==> config.mk <==
export PLATFORM = sky130hd
export DESIGN_NAME = sys_tick_timer
export DESIGN_NICKNAME = d
export VERILOG_FILES = /design/src/rtl/sys_tick_timer.sv
export SDC_FILE = /design/constraint.sdc
export NUM_CORES = 1
export LEC_CHECK = 0
export ABC_AREA = 0
export CAP_MARGIN = 20
export CORE_UTILIZATION = 60
export CTS_CLUSTER_DIAMETER = 100
export DETAILED_ROUTE_END_ITERATION = 8
export DONT_BUFFER_PORTS = 1
export PLACE_DENSITY = 0.76
export SLEW_MARGIN = 5
export SYNTH_ARGS = -nofsm -noshare
export SYNTH_HDL_FRONTEND = slang
export SYNTH_SLANG_ARGS = --single-unit
==> constraint.sdc <==
create_clock -name clk -period 4.2 [get_ports clk]
set_input_delay 0.84 -clock clk [delete_from_list [all_inputs] [get_ports clk]]
set_output_delay 0.84 -clock clk [all_outputs]
set_load 0.005 [all_outputs]
==> src/rtl/sys_tick_timer.sv <==
module sys_tick_timer #(
  parameter int CNT_W     = 24,
  parameter int ADDR_W    = 8,
  parameter int CAL_VALUE = 10000
) (
  input  logic              clk,
  input  logic              rst_n,
  input  logic              ref_tick,
  input  logic              bus_valid,
  input  logic              bus_write,
  input  logic [ADDR_W-1:0] bus_addr,
  input  logic [31:0]       bus_wdata,
  input  logic              bus_priv,
  output logic              rsp_valid,
  output logic              rsp_err,
  output logic [31:0]       rsp_rdata,
  output logic              irq
);
  localparam logic [ADDR_W-1:0] A_CTRL   = ADDR_W'(0);
  localparam logic [ADDR_W-1:0] A_RELOAD = ADDR_W'(4);
  localparam logic [ADDR_W-1:0] A_CUR    = ADDR_W'(8);
  localparam logic [ADDR_W-1:0] A_CAL    = ADDR_W'(12);
  localparam int FLAG_BIT = 16;

  logic             en, tickint, src, flag;
  logic [CNT_W-1:0] reload, cur, cur_nx;
  logic [31:0]      rd_data;

  logic acc, wr_ctrl, rd_ctrl, wr_rel, wr_cur;
  logic tick, expire, en_rise, en_fall, src_flip;
  logic unused_wdata;

  assign acc     = bus_valid & bus_priv;
  assign wr_ctrl = acc &  bus_write & (bus_addr == A_CTRL);
  assign rd_ctrl = acc & ~bus_write & (bus_addr == A_CTRL);
  assign wr_rel  = acc &  bus_write & (bus_addr == A_RELOAD);
  assign wr_cur  = acc &  bus_write & (bus_addr == A_CUR);
  assign unused_wdata = ^bus_wdata;

  assign tick     = en & (src | ref_tick);
  assign expire   = tick & (cur == '0);
  assign en_rise  = wr_ctrl &  bus_wdata[0] & ~en;
  assign en_fall  = wr_ctrl & ~bus_wdata[0] &  en;
  assign src_flip = wr_ctrl &  bus_wdata[0] &  en & (bus_wdata[2] != src);

  always_comb begin
    if (wr_cur)        cur_nx = en ? reload : '0;
    else if (en_rise)  cur_nx = (cur == '0) ? reload : cur;
    else if (en_fall)  cur_nx = cur;
    else if (src_flip) cur_nx = reload;
    else if (expire)   cur_nx = reload;
    else if (tick)     cur_nx = cur - 1'b1;
    else               cur_nx = cur;
  end

  always_comb begin
    rd_data = '0;
    case (bus_addr)
      A_CTRL: begin
        rd_data[FLAG_BIT] = flag;
        rd_data[2:0]      = {src, tickint, en};
      end
      A_RELOAD: rd_data = 32'(reload);
      A_CUR:    rd_data = en ? 32'(cur) : '0;
      A_CAL:    rd_data = 32'(CAL_VALUE);
      default:  rd_data = '0;
    endcase
  end

  always_ff @(posedge clk or negedge rst_n) begin
    if (!rst_n) begin
      en      <= 1'b0;
      tickint <= 1'b0;
      src     <= 1'b0;
      flag    <= 1'b0;
      reload  <= '0;
      cur     <= '0;
      irq     <= 1'b0;
    end else begin
      if (wr_ctrl) begin
        en      <= bus_wdata[0];
        tickint <= bus_wdata[1];
        src     <= bus_wdata[2];
      end else if (expire && reload == '0) begin
        en <= 1'b0;
      end
      if (wr_rel) reload <= bus_wdata[CNT_W-1:0];
      cur  <= cur_nx;
      flag <= expire | (flag & ~(rd_ctrl | wr_cur));
      irq  <= expire & tickint;
    end
  end

  always_ff @(posedge clk or negedge rst_n) begin
    if (!rst_n) begin
      rsp_valid <= 1'b0;
      rsp_err   <= 1'b0;
      rsp_rdata <= '0;
    end else begin
      rsp_valid <= bus_valid;
      rsp_err   <= bus_valid & ~bus_priv;
      rsp_rdata <= (acc & ~bus_write) ? rd_data : '0;
    end
  end

  AST_UNPRIV_ERR: assert property (@(posedge clk) disable iff (!rst_n)
    bus_valid && !bus_priv |=> rsp_valid && rsp_err && rsp_rdata == '0);
  AST_UNPRIV_NO_STATE: assert property (@(posedge clk) disable iff (!rst_n)
    bus_valid && !bus_priv |=> $stable(reload) && $stable({tickint, src}));
  AST_EXPIRE_FLAG: assert property (@(posedge clk) disable iff (!rst_n)
    expire |=> flag);
  AST_ZERO_RELOAD_STOP: assert property (@(posedge clk) disable iff (!rst_n)
    expire && reload == '0 && !wr_ctrl |=> !en);
  AST_IRQ_GATED: assert property (@(posedge clk) disable iff (!rst_n)
    irq |-> $past(tickint));
  AST_FROZEN_WHEN_OFF: assert property (@(posedge clk) disable iff (!rst_n)
    !en && !wr_cur && !wr_ctrl |=> $stable(cur));
  AST_CAL_CONST: assert property (@(posedge clk) disable iff (!rst_n)
    acc && !bus_write && bus_addr == A_CAL |=> rsp_rdata == 32'(CAL_VALUE));
endmodule

==> flow_summary_export.csv, run 1 <==
group,metric,value,unit
timing,setup_slack,1010,ps
timing,fin_crit_sh,75.9,%
global_route,grt_max_degree,80,
power_and_ir_drop,max-vdd-ir-drop,0.231,mV
die,die-area,7830,um^2
setup_path,cp_max_fo,29,
yosys,synth_cell_types,72,
global_route,antenna_found_initial,0,
yosys,async_flop_share,100,%
finish,drive_gt1_share,16.2,%
setup_path,crit_type,"reg2reg",
setup_path,rr_worst_depth,6,
run,maxCapViolations,0,
detailed_routing,drc,0,
die,core,7250,um^2
timing,setup_tns,0,ps
power_and_ir_drop,powerDensity,365,nW/um^2
yosys,synth-main-ff-cell,"dfrtp_1",
cts,clk_path_buf_depth,2,
power_and_ir_drop,p_leak,2.07,nW
global_route,grt_overflow,0,
placement,gp_congestion,0.887,
setup_path,required,4450,ps
timing,finalMaxSlewViolations,0,
timing,finalSetupViolCount,0,
detailed_routing,final_antenna_net_count,0,
yosys,syn_inst,456,
finish,layout_common_cells,"dfrtp_1 (79), a21oi_1 (51), nor2_1 (40)",
cts,cts_hold_buf,0,
global_route,grt_pass1_wl,18300,um
cts,cts_resized,0,
detailed_routing,dr.pass1.iters,5,
finish,final_area,4670,um^2
detailed_routing,num_vias,3695,
cts,cts_tree,"yes",
die,rows,31,
finish,fillers,616,
die,dieWidth,88.5,um
setup_path,cp_data_arrival_time,3430,ps
yosys,syn_area,4490,um^2
cts,clockRootBuffer,"clkbuf_8",
finish,n_antenna_cell,0,
cts,cts_setup_buffers,0,
detailed_routing,drt_iter0_markers,380,
power_and_ir_drop,design_power_total,1.70,mW
timing,skew,7.16,ps
die,io_pins,81,
placement,place_ws,744,ps
timing,hold_viol_final,0,
timing,fmax,0.314,GHz
placement,dpl.hpwl,7510,um
timing,worst_pin_slew,1100,ps
timing,slew_headroom,26.6,%
cts,htree_levels,3,
setup_path,cp-end-kind,"flip-flop",
detailed_routing,via_per_inst,6.79,
global_route,grt_util_all_layers,31.1,%
outcome,status,"completed",
finish,layout_commonest_cell,"dfrtp_1",
finish,multi_input_area,2270,um^2
cts,clkLatencyLatePin,360,ps
die,start_util,61.9,%
placement,portBuffers,0,
cts,cts_sinks,79,
timing,min_period,3190,ps
die,fp.dieH,88.5,um
detailed_routing,wire_per_inst,20.9,um
finish,final_nets,489,
yosys,synth_warnings,0,
finish,syn2layout_area_growth,4.10,%
cts,clkTransAtPathRegs,80,ps
global_route,grt_pass1_vias,3564,
detailed_routing,totalWireLength,11400,um
setup_path,worstSetupStartpointType,"flip-flop",
yosys,synth-seq-cells,79,
yosys,syn_avg_cell_area,9.84,um^2
timing,rsz0062_at_grt,"false",
yosys,yosysSeqAreaShare,44.0,%
placement,dpl_cell_area,4430,um^2
finish,ff_latch_area,1980,um^2
min_path,hold_path_class,"in2async",
yosys,synth_edf_count,0,
cts,cts_made_buffers,9,
## metal layers
metal / vias up / share of wire, % / GRT usage, %
met5: - / 0 / 0
met4: 0 / 3.1 / 14.4
met3: 43 / 7.0 / 5.41
met2: 183 / 50 / 50.4
met1: 1851 / 40 / 40.8
li1: 1618 / - / -
## where the power goes
group / total [mW] / internal [mW] / switching (mW)
logic: 0.254 / 0.113 / 0.141
registers: 0.819 / 0.781 / 0.0377
clock network: 0.631 / 0.349 / 0.283
total: 1.70 / 1.24 / 0.461
## worst paths after layout
path	startpoint	end	slack (ps)
setup / recovery	en	cur[8]	1010
hold / removal	rst_n	rsp_rdata[20]	160
setup reg to reg	en	cur[8]	1010
hold reg to reg	src	src	550
max in group asynchronous	rst_n	rsp_rdata[10]	3940
min in group clk	bus_valid	rsp_valid	500
## worst max-delay path: stages, from the launching register on
cell	delay, ps
dfrtp_1	1080
o21ai_0	470
nor4_4	430
a32oi_4	430
mux2_2	420
a32oi_1	150
a21oi_1	90
## state kept, by name, summed over array words and instances (netlist names)
name / count
flag: 1
rsp_valid: 1
src: 1
rsp_err: 1
en: 1
tickint: 1
cur: 24
reload: 24
irq: 1
rsp_rdata: 24
## synthesized netlist by cell type, types with 6 or more instances
cell type	n	share of area [%]
dfrtp_1	79	44
a21oi_1	51	5.7
nor2_1	40	3.3
nand2_1	34	2.8
mux2_2	28	7.0
o21ai_0	21	2.3
a22oi_1	17	2.8
clkbuf_1	14	1.2
nand3_1	14	1.6
buf_4	10	1.7
nor4_1	9	1.3
inv_1	8	0.67
xnor2_1	8	1.6
a31oi_1	7	0.98
nor3_1	6	0.67
xor2_1	6	1.2
## through the flow
stage	cells	utilization (%)	hold WS, ps
floorplan	463	-	486
global placement	528	61.0	521
detailed placement	528	61.0	529
CTS	543	64.1	159
global route	544	64.4	152
finish	544	64.4	163
## kinds of logic after synthesis
kind of cell / share of synthesized area, %
and+or+nand+nor: 17.8
AOI/OAI and AO/OA: 18.6
DFF: 44.0
buffers and inverters: 6.08
muxes: 10.1
xor gates and xnor gates: 2.73
adders and majority gates: 0.557
other: 0.0835
## area by class of cell
cell class | count | area share (%)
Multi-Input combinational cell | 338 | 48.5
Sequential cell | 79 | 42.3
Clock buffer | 10 | 2.95
Tap cell | 99 | 2.65
Clock inverter | 5 | 1.74
Timing Repair Buffer | 5 | 1.23
Inverter | 8 | 0.643
Power figures use the tool's default switching activity.
==> run 2: changes to the inputs <==
--- a/config.mk
+++ b/config.mk
@@ -5,7 +5,7 @@
 export SDC_FILE = /design/constraint.sdc
 export NUM_CORES = 1
 export LEC_CHECK = 0
-export ABC_AREA = 0
+export ABC_AREA = 1
 export CAP_MARGIN = 20
 export CORE_UTILIZATION = 60
 export CTS_CLUSTER_DIAMETER = 100
==> constraint.sdc (replaced) <==
create_clock -name clk -period 3.1 [get_ports clk]
set_input_delay 0.62 -clock clk [delete_from_list [all_inputs] [get_ports clk]]
set_output_delay 0.62 -clock clk [all_outputs]
set_load 0.005 [all_outputs]
==> run 2 against run 1 <==
  * Area after synthesis up 8.0%
  * Final area up 9.7%
  * Clock power up 48%
  * Combinational power rose to 3.9 times the previous value
  * Flip-flop and latch count unchanged
  * Utilization up 1.6 points
  * Clock-buffer cell count unchanged
==> flow_summary_export.csv, run 2 <==
group,metric,value,unit
setup_path,crit_slowest_cell,"nand4_4",
detailed_routing,num_vias,4621,
finish,final_nets,729,
setup_path,crit_type,"in2reg",
min_path,hold_path_class,"in2async",
timing,finalSetupViolCount,0,
run,maxCapViolations,0,
timing,fin_crit_sh,68.0,%
cts,clockRootBuffer,"clkbuf_8",
placement,portBuffers,0,
finish,layout_common_cells,"nand2_1 (219), nor2_1 (89), dfrtp_1 (79)",
cts,htree_levels,3,
power_and_ir_drop,p_int,2.09,mW
yosys,synth-main-ff-cell,"dfrtp_1",
die,core,7770,um^2
detailed_routing,via_per_inst,5.87,
power_and_ir_drop,max-vdd-ir-drop,0.380,mV
global_route,grt_pass1_vias,4449,
die,rows,32,
global_route,grt_max_degree,80,
setup_path,critPathMostFrequentCell,"nand2_1",
setup_path,cp_data_arrival_time,2360,ps
setup_path,slowest_delay,360,ps
cts,clk_path_buf_depth,2,
die,die-area,8450,um^2
detailed_routing,dr.pass1.iters,5,
timing,hold_viol_final,0,
global_route,antenna_found_initial,0,
timing,min_period,2110,ps
detailed_routing,totalWireLength,14100,um
outcome,status,"completed",
global_route,grt_overflow,0,
yosys,syn_inst,683,
cts,cts_sinks,79,
timing,slew_headroom,60.0,%
setup_path,cp_max_fo,25,
finish,syn2layout_area_growth,5.70,%
finish,layout_commonest_cell,"nand2_1",
yosys,syn_area,4850,um^2
setup_path,crit_chain,"nand2_1, nor2_4, nand4_4, nand2_1, nand3_2, nand2_4, inv_4, nand2_1, nand2_1",
finish,n_antenna_cell,0,
cts,cts_made_buffers,9,
setup_path,cpLargestDelayFamily,"simple AND/OR/NAND/NOR gates",
setup_path,rr_worst_depth,11,
placement,dp.cells,771,
yosys,synth-seq-cells,79,
detailed_routing,drc,0,
yosys,async_flop_share,100,%
setup_path,cp-end-kind,"flip-flop",
yosys,synth_common_cells,"nand2_1 (219), nor2_1 (89), dfrtp_1 (79), inv_1 (66), nand3_1 (62)",
timing,setup_tns,0,ps
yosys,synth_cell_types,38,
placement,gp_congestion,0.951,
finish,drive_gt1_share,8.76,%
power_and_ir_drop,seq_power_share,42.8,%
setup_path,worstSetupStartpointType,"input pin",
timing,worst_pin_slew,594,ps
setup_path,required,3350,ps
finish,final_cells,787,
global_route,grt_util_all_layers,36.1,%
yosys,yosysMostFrequentCell,"nand2_1",
timing,fmax,0.474,GHz
timing,finalMaxSlewViolations,0,
setup_path,path_depth,9,
setup_path,crit_buf_inv,1,
global_route,grt_pass1_wl,22900,um
die,fp.dieH,91.9,um
power_and_ir_drop,powerDensity,657,nW/um^2
cts,clkTransAtPathRegs,80,ps
placement,dpl.hpwl,9900,um
cts,cts_tree,"yes",
power_and_ir_drop,pwr-share-comb,29.4,%
finish,reg_top3,"cur: 24 flops, reload: 24 flops, rsp_rdata: 24 flops",
yosys,synth_warnings,0,
yosys,syn_avg_cell_area,7.10,um^2
yosys,yosysSeqAreaShare,40.8,%
timing,rsz0062_at_grt,"false",
detailed_routing,wire_per_inst,17.9,um
die,io_pins,81,
power_and_ir_drop,p_sw_share,38.0,%
yosys,synth.area.top_cells,"dfrtp_1 (41%), nand2_1 (17%), nor2_1 (6.9%)",
die,start_util,62.4,%
yosys,yosys.area.top_type_share,40.8,%
power_and_ir_drop,p_leak,2.67,nW
yosys,yosysTopAreaCell,"dfrtp_1",
detailed_routing,final_antenna_net_count,0,
power_and_ir_drop,pwr-share-clk,27.8,%
power_and_ir_drop,power.switching,1.28,mW
yosys,synth_edf_count,0,
cts,clkLatencyLatePin,370,ps
cts,cts_setup_buffers,0,
die,dieWidth,91.9,um
detailed_routing,drt_iter0_markers,396,
timing,skew,10.9,ps
-- run 2: metrics by stage --
| step | total power [mW] | hold WS, ps | util, % | worst slack, ps | cell area (um^2) |
|---|---|---|---|---|---|
| 3_5_place_dp | 2.39 | 326 | 62.6 | 686 | 4860 |
| 3_3_place_gp | 2.35 | 326 | 62.6 | 737 | 4860 |
| 2_1_floorplan | 2.16 | 324 | - | 1240 | 4880 |
| 6_report | 3.37 | 153 | 66.0 | 992 | 5130 |
| 5_1_grt | 3.58 | 164 | 66.0 | 857 | 5130 |
| 4_1_cts | 3.34 | 161 | 66.0 | 1060 | 5130 |
-- run 2: worst paths after layout --
kind	slack (ps)	to	start
setup / recovery	990	cur[15]	bus_valid
hold / removal	150	reload[8]	rst_n
setup reg to reg	1010	cur[16]	cur[0]
hold reg to reg	530	cur[1]	cur[1]
max in group asynchronous	2650	en	rst_n
min in group clk	280	rsp_valid	bus_valid
-- run 2: worst register-to-register path, cell delays in order (launching register included) --
cell,delay (ps)
dfrtp_1,420
inv_1,130
ha_1,260
nand2_1,170
nor2_1,390
nand2_1,120
xor2_1,160
nand2_1,80
nand3_1,100
nand2_1,50
nand2_1,50
nand2_1,50
-- run 2: power groups by stage --
stage                     combinational [mW]  clock (mW)  sequential [mW]
final                                  0.989       0.937             1.44
after global routing                    1.14       0.978             1.47
after CTS                              0.973       0.941             1.43
after detailed placement               0.940           0             1.45
after global placement                 0.909           0             1.44
after floorplan                        0.785           0             1.38
-- run 2: what timing repair did --
item	CTS	global route
gates resized for setup	0	0
endpoints found under the hold margin	79	0
hold buffers	1	0
-- run 2: logic make-up (layout without fill, tap and decap cells) --
logic type / after synthesis / count (layout) / synth area share (%)
flops: 79 / 79 / 40.8
fa+ha+maj: 2 / 2 / 0.516
xor+xnor: 10 / 10 / 1.81
buf+inv: 102 / 97 / 9.86
compound gates: 62 / 62 / 6.91
mux: 2 / 2 / 0.464
other cells: 1 / 8 / 0.0773
simple gates: 425 / 425 / 39.6
-- run 2: area by class of cell --
class	instances	area, um^2
tap	102	128
clock inverter	5	106
fill	729	2640
timing repair buffer	9	87.6
inverter	73	279
clock buffer	10	128
multi-input combinational	509	2420
sequential	79	1980
-- run 2: per-layer routing --
metal  track usage (%)  part of all wire (%)  vias up  wire length [um]
met5                 0                     0        -                 0
met4              13.2                   1.9        0               264
met3              10.9                    11       27              1570
met2              54.2                    45      282              6290
met1              49.4                    42     2159              5960
li1                  -                     -     2153                 -
